`src/rtl/irq_pkg.sv`:
```
package irq_pkg;
  localparam int unsigned LVL_W = 2;
  typedef logic [LVL_W-1:0] lvl_t;
  localparam lvl_t LVL_LOWEST = '1;
endpackage

```
`src/rtl/irq_level_regs.sv`:
```
module irq_level_regs
  import irq_pkg::*;
#(
  parameter int unsigned N_SRC = 12,
  parameter int unsigned IDX_W = 4
) (
  input  logic                        clk,
  input  logic                        rst,
  input  logic                        wr_en,
  input  logic [IDX_W-1:0]            wr_idx,
  input  lvl_t                        wr_lvl,
  output logic [N_SRC-1:0][LVL_W-1:0] levels
);

  for (genvar g = 0; g < N_SRC; g++) begin : g_lvl
    localparam logic [IDX_W-1:0] MY_IDX = IDX_W'(g);
    always_ff @(posedge clk) begin
      if (rst)
        levels[g] <= LVL_LOWEST;
      else if (wr_en && wr_idx == MY_IDX)
        levels[g] <= wr_lvl;
    end

    AST_CFG_HOLD: assert property (@(posedge clk) disable iff (rst)
      !(wr_en && wr_idx == MY_IDX) |=> $stable(levels[g]));
  end

endmodule

```
`src/rtl/irq_arbiter.sv`:
```
module irq_arbiter
  import irq_pkg::*;
#(
  parameter int unsigned N_SRC = 12,
  parameter int unsigned IDX_W = 4
) (
  input  logic                        clk,
  input  logic                        rst,
  input  logic [N_SRC-1:0]            pending,
  input  logic [N_SRC-1:0][LVL_W-1:0] levels,
  output logic                        win_valid,
  output logic [IDX_W-1:0]            win_idx,
  output lvl_t                        win_lvl
);

  logic [IDX_W-1:0] best_idx;
  lvl_t             best_lvl;

  // Descending scan with <= leaves the lowest index among equal levels.
  always_comb begin
    best_idx = '0;
    best_lvl = LVL_LOWEST;
    for (int i = N_SRC - 1; i >= 0; i--) begin
      if (pending[i] && levels[i] <= best_lvl) begin
        best_idx = IDX_W'(i);
        best_lvl = levels[i];
      end
    end
  end

  always_ff @(posedge clk) begin
    if (rst) begin
      win_valid <= 1'b0;
      win_idx   <= '0;
      win_lvl   <= LVL_LOWEST;
    end else begin
      win_valid <= |pending;
      win_idx   <= best_idx;
      win_lvl   <= best_lvl;
    end
  end

  AST_WIN_IS_PENDING: assert property (@(posedge clk) disable iff (rst)
    win_valid |-> ((($past(pending) >> win_idx) & N_SRC'(1)) != '0));
  AST_IDLE_NO_PENDING: assert property (@(posedge clk) disable iff (rst)
    !win_valid |-> ($past(pending) == '0));
  AST_IDX_RANGE: assert property (@(posedge clk) disable iff (rst)
    win_valid |-> (win_idx < IDX_W'(N_SRC)));

endmodule

```
`src/rtl/irq_accept.sv`:
```
module irq_accept
  import irq_pkg::*;
#(
  parameter int unsigned IDX_W = 4
) (
  input  logic             clk,
  input  logic             rst,
  input  logic             req_valid,
  input  logic [IDX_W-1:0] req_idx,
  input  lvl_t             req_lvl,
  input  logic             boundary,
  input  logic             ps_we,
  input  lvl_t             ps_lvl,
  input  logic             ps_gie,
  output lvl_t             cur_lvl,
  output logic             gie,
  output logic             ack,
  output logic [IDX_W-1:0] ack_idx,
  output lvl_t             ack_lvl
);

  logic take;
  assign take = req_valid && gie && boundary && (req_lvl < cur_lvl);

  always_ff @(posedge clk) begin
    if (rst) begin
      cur_lvl <= LVL_LOWEST;
      gie     <= 1'b0;
      ack     <= 1'b0;
      ack_idx <= '0;
      ack_lvl <= LVL_LOWEST;
    end else begin
      ack <= take;
      if (take) begin
        ack_idx <= req_idx;
        ack_lvl <= req_lvl;
      end
      if (take)
        cur_lvl <= req_lvl;
      else if (ps_we)
        cur_lvl <= ps_lvl;
      if (ps_we)
        gie <= ps_gie;
    end
  end

  AST_ACK_PULSE: assert property (@(posedge clk) disable iff (rst)
    ack |=> !ack);
  AST_ACK_LEVEL: assert property (@(posedge clk) disable iff (rst)
    ack |-> (cur_lvl == ack_lvl));
  AST_ACK_STRICT: assert property (@(posedge clk) disable iff (rst)
    ack |-> ($past(req_lvl) < $past(cur_lvl)));
  AST_ACK_GIE: assert property (@(posedge clk) disable iff (rst)
    ack |-> $past(gie));
  AST_ACK_BOUNDARY: assert property (@(posedge clk) disable iff (rst)
    ack |-> $past(boundary));
  AST_PS_GIE: assert property (@(posedge clk) disable iff (rst)
    ps_we |=> (gie == $past(ps_gie)));

endmodule

```
`src/rtl/irq_level_ctrl.sv`:
```
module irq_level_ctrl
  import irq_pkg::*;
#(
  parameter int unsigned N_SRC = 12,
  localparam int unsigned IDX_W = $clog2(N_SRC)
) (
  input  logic             clk,
  input  logic             rst,
  input  logic [N_SRC-1:0] src_flag,
  input  logic [N_SRC-1:0] src_en,
  input  logic             cfg_we,
  input  logic [IDX_W-1:0] cfg_idx,
  input  logic [LVL_W-1:0] cfg_lvl,
  input  logic             ps_we,
  input  logic [LVL_W-1:0] ps_lvl,
  input  logic             ps_gie,
  input  logic             instr_boundary,
  output logic             req_valid,
  output logic [IDX_W-1:0] req_idx,
  output logic [LVL_W-1:0] req_lvl,
  output logic [LVL_W-1:0] cur_lvl,
  output logic             gie,
  output logic             ack,
  output logic [IDX_W-1:0] ack_idx,
  output logic [LVL_W-1:0] ack_lvl
);

  logic [N_SRC-1:0]            pending;
  logic [N_SRC-1:0][LVL_W-1:0] levels;

  assign pending = src_flag & src_en;

  irq_level_regs #(.N_SRC(N_SRC), .IDX_W(IDX_W)) u_regs (
    .clk(clk), .rst(rst), .wr_en(cfg_we), .wr_idx(cfg_idx),
    .wr_lvl(cfg_lvl), .levels(levels)
  );

  irq_arbiter #(.N_SRC(N_SRC), .IDX_W(IDX_W)) u_arb (
    .clk(clk), .rst(rst), .pending(pending), .levels(levels),
    .win_valid(req_valid), .win_idx(req_idx), .win_lvl(req_lvl)
  );

  irq_accept #(.IDX_W(IDX_W)) u_acc (
    .clk(clk), .rst(rst), .req_valid(req_valid), .req_idx(req_idx),
    .req_lvl(req_lvl), .boundary(instr_boundary), .ps_we(ps_we),
    .ps_lvl(ps_lvl), .ps_gie(ps_gie), .cur_lvl(cur_lvl), .gie(gie),
    .ack(ack), .ack_idx(ack_idx), .ack_lvl(ack_lvl)
  );

  AST_ACK_ENABLED_SRC: assert property (@(posedge clk) disable iff (rst)
    ack |-> ((($past(src_en, 2) >> ack_idx) & N_SRC'(1)) != '0));

endmodule

```
`config.mk`:
```
export PLATFORM = sky130hd
export DESIGN_NAME = irq_level_ctrl
export DESIGN_NICKNAME = d
export VERILOG_FILES = /design/src/rtl/irq_pkg.sv /design/src/rtl/irq_level_regs.sv /design/src/rtl/irq_arbiter.sv /design/src/rtl/irq_accept.sv /design/src/rtl/irq_level_ctrl.sv
export SDC_FILE = /design/constraint.sdc
export NUM_CORES = 1
export LEC_CHECK = 0
export BUFFER_PORTS_ARGS = -buffer_cell sky130_fd_sc_hd__clkbuf_2
export CORE_AREA = 2 2 82 84
export DETAILED_ROUTE_END_ITERATION = 16
export DIE_AREA = 0 0 84 86
export PLACE_DENSITY = 0.57
export SLEW_MARGIN = 40
export SYNTH_ARGS = -nofsm -noshare
export SYNTH_HDL_FRONTEND = slang
export SYNTH_SLANG_ARGS = --single-unit
```
`constraint.sdc`:
```
create_clock -name clk -period 18.05 [get_ports clk]
set_clock_uncertainty 0.2 [all_clocks]
set_input_delay 2.7075 -clock clk [delete_from_list [all_inputs] [get_ports clk]]
set_output_delay 2.7075 -clock clk [all_outputs]
set_load 0.02 [all_outputs]
```
==> results of run 1 <==
[area by class of cell]
cell class                      count  area share, %
Tap cell                           77           3.26
Clock inverter                      3           2.20
Multi-Input combinational cell    229           53.4
Inverter                           15           1.91
Clock buffer                        5           2.33
Timing Repair Buffer               54           9.14
Sequential cell                    41           27.8
[cells by family (layout without fill, tap and decap cells)]
group | Yosys count | count (layout) | synth area share [%]
simple gates | 120 | 120 | 25.8
compound gates | 75 | 75 | 22.1
flops | 41 | 41 | 33.0
buf+inv | 23 | 77 | 3.78
fa+ha+maj | 17 | 17 | 8.31
mux | 17 | 17 | 6.95
[state kept, by name, summed over array words and instances, names as in the netlist]
register         count
u_regs.levels       24
u_acc.ack_idx        4
u_arb.win_idx        4
u_acc.ack_lvl        2
u_acc.cur_lvl        2
u_arb.win_lvl        2
u_acc.ack            1
u_acc.gie            1
u_arb.win_valid      1
[power breakdown]
group | switching [W] | internal, W | leakage (nW) | total (W)
Combinational | 0.0000281 | 0.0000212 | 0.922 | 0.0000493
Sequential | 0.00000244 | 0.0000939 | 0.334 | 0.0000963
Clock | 0.0000322 | 0.0000549 | 0.0681 | 0.0000871
[per-stage QoR]
stage | cell area (um^2) | instances
after floorplan | 2480 | 293
after global placement | 2810 | 416
after detailed placement | 2820 | 416
after CTS | 2950 | 424
after global routing | 2960 | 424
final | 2960 | 424
[worst min-delay path, cell delays in order, from the launching register on]
cell and delay, ns:
dfxtp_1 0.34, mux2i_1 0.07, nand2b_1 0.06
[layout by cell type, fill, tap and decap left out, types with 2 or more instances in the layout]
cell type	count
clkbuf_2	53
nor2_1	42
dfxtp_1	41
nand2_1	18
a211o_1	17
inv_1	15
nand2b_1	15
mux2i_1	15
ha_1	13
nor2b_1	12
o21ai_0	10
a21oi_1	9
nand3b_1	7
nor3_1	5
clkbuf_8	5
and3b_1	4
o22ai_1	4
o31a_1	4
maj3_2	3
o32ai_1	3
a2111oi_0	3
o211ai_1	3
or2_2	3
a31oi_1	3
o21a_1	3
nand4_1	3
nor2_4	2
o21bai_1	2
or3_1	2
a22oi_1	2
mux2_2	2
a311o_1	2
bufinv_16	2
[path summary, 6_finish.rpt]
kind / slack (ns) / endpoint
worst max-delay path: 1.93 / u_arb.win_idx[3]
worst max register to register: 4.19 / u_arb.win_idx[3]
worst min register to register: 0.30 / u_regs.levels[4]
worst min-delay path: 0.30 / u_regs.levels[4]
[layer usage]
layer,share of wire [%],GRT usage (%),vias to the layer above
met1,50,24.4,1035
met5,0,0,-
met4,1.4,4.55,0
li1,-,-,1167
met2,44,29.3,57
met3,4.5,3.46,11
==> impl_metrics.py, run 1 <==
metrics = {
    "critical_path": {
        "cp_num_buf_inv": 1,
        "critPathArrivalTime_ns": 16.06,
        "cp_max_fo": 5,
        "cpMaxStageDelayCell": "a2111oi_0",
        "worst_r2r_path_depth": 64,
        "critical-path-top-delay-family": "compound AO/OA/AOI/OAI gates",
        "reg2reg_from": "u_regs.levels[22]",
        "cp_num_cells": 66,
        "startpoint": "src_flag[11]",
        "crit_type": "input port to register",
        "crit_path_max_incr_delay_ns": 0.59,
        "setup.worst_path.end_class": "register",
        "required_ns": 17.99,
        "cp_common_cell": "nor2_1",
        "start_kind": "input port",
    },
    "global_route": {
        "grt_max_degree": 40,
        "grt_usage_pct": 17.9,
        "grt_pass1_wl_mm": 10.5,
        "grt_antenna_before_repair": 0,
        "grt.overflow.total": 0,
        "first_global_vias": 2140,
    },
    "yosys": {
        "post-synth-top-area-fraction_pct": 33.0,
        "yosysSeqAreaShare_pct": 33.0,
        "syn-num-nets": 344,
        "synth_cell_type_count": 49,
        "synth_commonest_cells": "nor2_1, dfxtp_1, nand2_1",
        "synth_edf_count": 0,
        "synth_flop_cell": "dfxtp_1",
        "synth-seq-cells": 41,
        "syn_avg_cell_area_um2": 8.48,
        "yosysWarnings": 0,
        "syn_area_um2": 2480,
        "netlist_instances": 293,
        "synth_area_leader_cell": "dfxtp_1",
        "synth.area.top_cells": "dfxtp_1, ha_1, nor2_1",
        "yosysMostFrequentCell": "nor2_1",
        "async_flop_share_pct": 0,
    },
    "floorplan": {
        "die_h_um": 86,
        "io_pins": 55,
        "start_util_pct": 39.6,
        "core_um2": 6280,
        "dieArea_um2": 7220,
        "die_x_um": 84,
        "row_count": 29,
    },
    "finish": {
        "final_core_utilization_pct": 47.1,
        "fillerInstances": 617,
        "area_growth_pct": 19.0,
        "diodes": 0,
        "multiInputGateArea_um2": 1580,
        "register_area_um2": 821,
        "drive_gt1_share_pct": 22.2,
        "nets": 397,
    },
    "sta": {
        "relSlewSlack_pct": 51.7,
        "drv_slew": 0,
        "tightestPinTransition_ns": 0.724,
        "finalHoldViolations": 0,
        "fmax_mhz": 62.0,
        "rsz0062_at_grt": "no",
        "fin_crit_sh_pct": 89.3,
        "holdWs_ns": 0.301,
        "tns_ns": 0,
        "min_period_ns": 16.12,
        "setup_viol": 0,
        "layout_setup_ws_ns": 1.93,
    },
    "routing": {
        "ant_nets": 0,
        "drc": 0,
        "viasPerCell": 5.35,
        "drt-total-wl_mm": 6.15,
        "drtIter0Drc": 118,
        "vias": 2270,
        "wl_per_cell_um": 14.5,
        "dr.pass1.iters": 4,
    },
    "place": {
        "dp_slack_ns": 1.77,
        "port_buffers": 54,
        "hpwlAfterDp_mm": 4.74,
        "place_congestion": 0.862,
    },
    "clock_network": {
        "htreeDepth": 2,
        "cts_buffer_depth": 2,
        "clkTransAtPathRegs_ns": 0.08,
        "worstSkewPairLatency_ns": 0.29,
        "cts_resized": 0,
        "cts_setup_buffers": 0,
        "cts_made_buffers": 5,
        "cts_tree": "done",
        "cts_hold_buf": 0,
        "clock-sinks": 41,
        "cts_root_buffer": "clkbuf_8",
    },
    "worst_hold_path": {
        "holdCritPathClass": "register to register",
        "min_from": "u_regs.levels[4]",
        "min_path_cells": 2,
    },
    "power": {
        "ir_worst_vdd_v": 0.0000449,
        "power_w": 0.000233,
        "power.density_nw_per_um2": 78.8,
        "power_leakage_nw": 1.32,
    },
    "job": {
        "cap_violations": 0,
    },
    "run_status": {
        "outcome": "completed",
    },
}
Power figures use the tool's default switching activity.
==> run 2: changes to the inputs <==
CORE_AREA = 2 2 92 68   (was 2 2 82 84)
DIE_AREA = 0 0 94 70   (was 0 0 84 86)
PLACE_DENSITY = 0.63   (was 0.57)
==> impl_metrics.py, run 2 (synthesized netlist as in run 1, its figures left out) <==
metrics = {
    "finish": {
        "fillerInstances": 606,
        "nets": 397,
        "regMostFlops": "u_regs.levels",
        "largest_register_ffs": 24,
        "drive_gt1_share_pct": 21.6,
        "reg_top3": "u_regs.levels (24), u_acc.ack_idx (4), u_arb.win_idx (4)",
        "final_common_cell": "clkbuf_2",
        "diodes": 0,
        "final_core_utilization_pct": 50.1,
        "final_cell_mix": "clkbuf_2, nor2_1, dfxtp_1",
        "area_growth_pct": 18.1,
    },
    "sta": {
        "rsz0062_at_grt": "no",
        "drv_slew": 0,
        "tns_ns": 0,
        "min_period_ns": 16.29,
        "layout_setup_ws_ns": 1.76,
        "fin_crit_sh_pct": 90.2,
        "holdWs_ns": 0.286,
        "setup_viol": 0,
        "fmax_mhz": 61.4,
        "tightestPinTransition_ns": 0.784,
        "relSlewSlack_pct": 47.7,
        "finalHoldViolations": 0,
    },
    "place": {
        "place_congestion": 0.875,
        "dp_slack_ns": 1.75,
        "port_buffers": 54,
        "hpwlAfterDp_mm": 4.87,
    },
    "power": {
        "clock_power_share_pct": 35.0,
        "power_leakage_nw": 1.31,
        "internal_power_w": 0.000160,
        "power_switching_w": 0.0000647,
        "power.density_nw_per_um2": 76.7,
        "p_seq_share_pct": 42.9,
        "p_comb_share_pct": 22.1,
        "power_w": 0.000225,
        "p_sw_share_pct": 28.7,
        "ir_worst_vdd_v": 0.0000338,
    },
    "clock_network": {
        "clkTransAtPathRegs_ns": 0.08,
        "clock-sinks": 41,
        "cts_setup_buffers": 0,
        "cts_tree": "done",
        "cts_resized": 0,
        "worstSkewPairLatency_ns": 0.30,
        "htreeDepth": 2,
        "cts_made_buffers": 5,
        "cts_root_buffer": "clkbuf_8",
        "cts_buffer_depth": 2,
        "cts_hold_buf": 0,
    },
    "routing": {
        "drc": 0,
        "wl_met3_um": 413,
        "drtIter0Drc": 147,
        "wl_met1_mm": 3.35,
        "wl_per_cell_um": 15.0,
        "highest_layer": "met4",
        "dr.pass1.iters": 5,
        "vias": 2327,
        "ant_nets": 0,
        "viasPerCell": 5.48,
        "met2_length_mm": 2.52,
        "drt-total-wl_mm": 6.38,
    },
    "floorplan": {
        "io_pins": 55,
        "start_util_pct": 42.4,
        "die_h_um": 70,
        "core_um2": 5860,
        "dieArea_um2": 6580,
        "row_count": 24,
        "die_x_um": 94,
    },
    "critical_path": {
        "startpoint": "src_flag[11]",
        "setup.worst_path.end_class": "register",
        "crit_path_max_incr_delay_ns": 0.63,
        "critPathArrivalTime_ns": 16.27,
        "reg2reg_from": "u_regs.levels[22]",
        "cp_max_fo": 5,
        "crit_type": "input port to register",
        "cpMaxStageDelayCell": "a2111oi_0",
        "cp_common_cell": "nor2_1",
        "required_ns": 18.03,
        "start_kind": "input port",
    },
    "global_route": {
        "grt.overflow.total": 0,
        "grt_usage_pct": 20.8,
        "grt_antenna_before_repair": 0,
        "first_global_vias": 2102,
        "grt_pass1_wl_mm": 10.6,
        "grt_max_degree": 40,
    },
    "worst_hold_path": {
        "min_from": "u_regs.levels[4]",
        "holdCritPathClass": "register to register",
    },
    "job": {
        "cap_violations": 0,
    },
    "run_status": {
        "outcome": "completed",
    },
}
## run 2: power by group through the flow
stage	clock network (W)	registers [W]	logic (W)
global route	0.0000839	0.0000970	0.0000557
CTS	0.0000794	0.0000964	0.0000496
detailed placement	0	0.0000986	0.0000489
finish	0.0000787	0.0000964	0.0000498
floorplan	0	0.000101	0.0000315
global placement	0	0.0000985	0.0000477
## run 2: worst paths after layout
kind / to / slack [ns] / cells after the start
worst max-delay path: u_arb.win_idx[3] / 1.76 / 66
worst min-delay path: u_regs.levels[4] / 0.29 / 2
worst max register to register: u_arb.win_idx[3] / 4.03 / 64
worst min register to register: u_regs.levels[4] / 0.29 / 2
## run 2: metrics by stage
stage / area (um^2) / cells
2_1_floorplan: 2480 / 293
3_3_place_gp: 2810 / 417
3_5_place_dp: 2820 / 417
4_1_cts: 2930 / 425
5_1_grt: 2930 / 425
6_report: 2930 / 425
## run 2: area by class of cell
class	instances	area, um^2	area share, %
multi-input combinational	229	1570	53.6
clock inverter	1	30.0	1.02
clock buffer	7	86.3	2.94
inverter	15	56.3	1.92
timing repair buffer	54	270	9.21
sequential	41	821	28.0
tap	78	97.6	3.33
## run 2: routing by layer
layer / vias to the layer above / GRT usage (%)
li1: 1176 / -
met5: - / 0
met4: 0 / 6.60
met1: 1070 / 33.9
met2: 71 / 26.9
met3: 10 / 3.99
## run 2: worst max-delay path, delay by kind of cell
family	cells	cell delay, ns
fa+ha+maj	15	4.40
compound gates	27	5.80
buf+inv	1	0.09
mux	1	0.34
simple gates	22	2.90
==> run 3: changes to the inputs <==
CORE_AREA = 2 2 95 70   (was 2 2 92 68)
DIE_AREA = 0 0 97 72   (was 0 0 94 70)
PLACE_DENSITY = 0.62   (was 0.63)
SYNTH_HIERARCHICAL = 1   (was not set)
==> impl_metrics.py, run 3 <==
metrics = {
    "clock_network": {
        "cts_setup_buffers": 0,
        "clock-sinks": 41,
        "cts_root_buffer": "clkbuf_8",
        "clkTransAtPathRegs_ns": 0.08,
        "cts_made_buffers": 5,
        "cts_buffer_depth": 2,
        "cts_resized": 0,
        "worstSkewPairLatency_ns": 0.29,
        "cts_tree": "done",
        "cts_hold_buf": 0,
        "htreeDepth": 2,
    },
    "yosys": {
        "syn_avg_cell_area_um2": 8.69,
        "synth-seq-cells": 41,
        "synth.area.top_cells": "dfxtp_1, mux2i_1, nor2_1",
        "netlist_instances": 305,
        "yosysWarnings": 6,
        "synth_flop_cell": "dfxtp_1",
        "syn-num-nets": 356,
        "synth_commonest_cells": "nor2_1, dfxtp_1, mux2i_1",
        "async_flop_share_pct": 0,
        "post-synth-top-area-fraction_pct": 31.0,
        "yosysSeqAreaShare_pct": 31.0,
        "synth_area_leader_cell": "dfxtp_1",
        "syn_area_um2": 2650,
        "synth_edf_count": 0,
        "yosysMostFrequentCell": "nor2_1",
        "synth_cell_type_count": 56,
    },
    "finish": {
        "drive_gt1_share_pct": 25.0,
        "area_growth_pct": 16.2,
        "regMostFlops": "u_regs/levels",
        "fillerInstances": 607,
        "diodes": 0,
        "reg_top3": "u_regs/levels (24), u_acc/ack_idx (4), u_arb/win_idx (4)",
        "nets": 411,
        "final_cell_mix": "clkbuf_2, nor2_1, dfxtp_1",
        "final_common_cell": "clkbuf_2",
        "largest_register_ffs": 24,
    },
    "critical_path": {
        "setup.worst_path.end_class": "register",
        "crit_path_max_incr_delay_ns": 0.49,
        "crit_end": "u_arb/win_idx[3]",
        "reg2reg_slack_ns": 4.44,
        "r2r-end": "u_arb/win_idx[3]",
        "crit_type": "input port to register",
        "critPathArrivalTime_ns": 15.91,
        "cp_num_cells": 63,
        "start_kind": "input port",
        "cp_max_fo": 7,
        "required_ns": 18.06,
        "worst_r2r_path_depth": 61,
        "startpoint": "src_flag[11]",
        "cpMaxStageDelayCell": "a22oi_1",
        "critical-path-top-delay-family": "compound AO/OA/AOI/OAI gates",
        "reg2reg_from": "u_regs/levels[22]",
        "cp_num_buf_inv": 1,
    },
    "floorplan": {
        "die_h_um": 72,
        "dieArea_um2": 6980,
        "core_um2": 6040,
        "row_count": 24,
        "die_x_um": 97,
        "start_util_pct": 43.9,
        "io_pins": 55,
    },
    "sta": {
        "relSlewSlack_pct": 59.8,
        "fin_crit_sh_pct": 88.1,
        "finalHoldViolations": 0,
        "tns_ns": 0,
        "setup_viol": 0,
        "drv_slew": 0,
        "holdWs_ns": 0.276,
        "min_period_ns": 15.91,
        "rsz0062_at_grt": "no",
        "tightestPinTransition_ns": 0.602,
        "fmax_mhz": 62.9,
    },
    "routing": {
        "ant_nets": 0,
        "viasPerCell": 5.09,
        "wl_per_cell_um": 13.5,
        "drc": 0,
        "dr.pass1.iters": 4,
        "vias": 2229,
        "drt-total-wl_mm": 5.90,
        "drtIter0Drc": 137,
    },
    "place": {
        "hpwlAfterDp_mm": 4.75,
        "place_congestion": 0.837,
        "port_buffers": 54,
    },
    "job": {
        "cap_violations": 0,
    },
    "run_status": {
        "outcome": "completed",
    },
    "power": {
        "p_comb_share_pct": 20.4,
        "power_switching_w": 0.0000554,
        "clock_power_share_pct": 30.9,
        "p_seq_share_pct": 48.7,
        "power.density_nw_per_um2": 63.7,
        "power_leakage_nw": 1.58,
        "ir_worst_vdd_v": 0.0000316,
        "internal_power_w": 0.000141,
        "p_sw_share_pct": 28.3,
    },
    "global_route": {
        "grt.overflow.total": 0,
        "first_global_vias": 1994,
        "grt_antenna_before_repair": 0,
        "grt_max_degree": 48,
        "grt_usage_pct": 17.6,
        "grt_pass1_wl_mm": 9.92,
    },
    "worst_hold_path": {
        "holdCritPathClass": "register to register",
    },
}
run 3: stage by stage:
| stage | instance area [um^2] | util, % | power (W) | setup WS (ns) | instances |
|---|---|---|---|---|---|
| after CTS | 3080 | 51.0 | 0.000198 | 2.29 | 438 |
| after global placement | 2990 | 49.5 | 0.000137 | 2.24 | 431 |
| final | 3080 | 51.1 | 0.000196 | 2.14 | 438 |
| after detailed placement | 2990 | 49.5 | 0.000137 | 2.04 | 431 |
| after floorplan | 2650 | - | 0.000125 | 3.62 | 305 |
| after global routing | 3080 | 51.1 | 0.000207 | 1.14 | 438 |
run 3: logic make-up (layout without fill, tap and decap cells):
kind of cell | count (synthesis) | count (layout) | share of synthesized area, %
AND/OR/NAND/NOR | 129 | 129 | 26.1
multiplexers | 35 | 35 | 13.8
buffers and inverters | 28 | 83 | 4.48
adder cells (fa/ha/maj) | 15 | 15 | 6.89
flip-flops | 41 | 41 | 31.0
AO/OA/AOI/OAI | 57 | 57 | 17.7
run 3: worst min-delay path by stage:
stage                     slack, ns              from  cells past startpoint                to
after floorplan                0.27  u_regs/levels[1]                      1  u_arb/win_lvl[1]
after global placement         0.26  u_acc/ack_idx[1]                      2  u_acc/ack_idx[1]
after detailed placement       0.27  u_arb/win_idx[0]                      2  u_acc/ack_idx[0]
after CTS                      0.28  u_arb/win_idx[0]                      2  u_acc/ack_idx[0]
after global routing           0.29  u_arb/win_idx[1]                      2  u_acc/ack_idx[1]
final                          0.28  u_arb/win_idx[0]                      2  u_acc/ack_idx[0]
run 3: final cells by class:
type                            instances  area, um^2  area share, %
Multi-Input combinational cell        236        1720           55.7
Sequential cell                        41         821           26.6
Timing Repair Buffer                   55         278           9.01
Tap cell                               78        97.6           3.17
Clock buffer                            6        82.6           2.68
Inverter                               21        78.8           2.56
Clock inverter                          1        7.51          0.244
run 3: power groups by stage:
stage,registers [W],logic (W),clock network (W)
2_1_floorplan,0.000100,0.0000253,0
5_1_grt,0.0000960,0.0000446,0.0000661
4_1_cts,0.0000956,0.0000399,0.0000627
6_report,0.0000956,0.0000400,0.0000607
3_5_place_dp,0.0000977,0.0000396,0
3_3_place_gp,0.0000977,0.0000391,0
run 3: worst register-to-register path, delay by kind of cell, from the launching register on:
family | cells | cell delay (ns)
compound gates | 23 | 5.02
simple gates | 21 | 2.84
flops | 1 | 0.34
fa+ha+maj | 13 | 3.79
mux | 4 | 1.39
run 3: layer usage:
layer  global-route usage, %  wire, um  vias up  share of wire, %
met4                    4.23        37        0              0.63
met3                    4.14       297        5               5.0
met5                       0         0        -                 0
met2                    24.8      2320       47                39
li1                        -         -     1175                 -
met1                    26.9      3250     1002                55
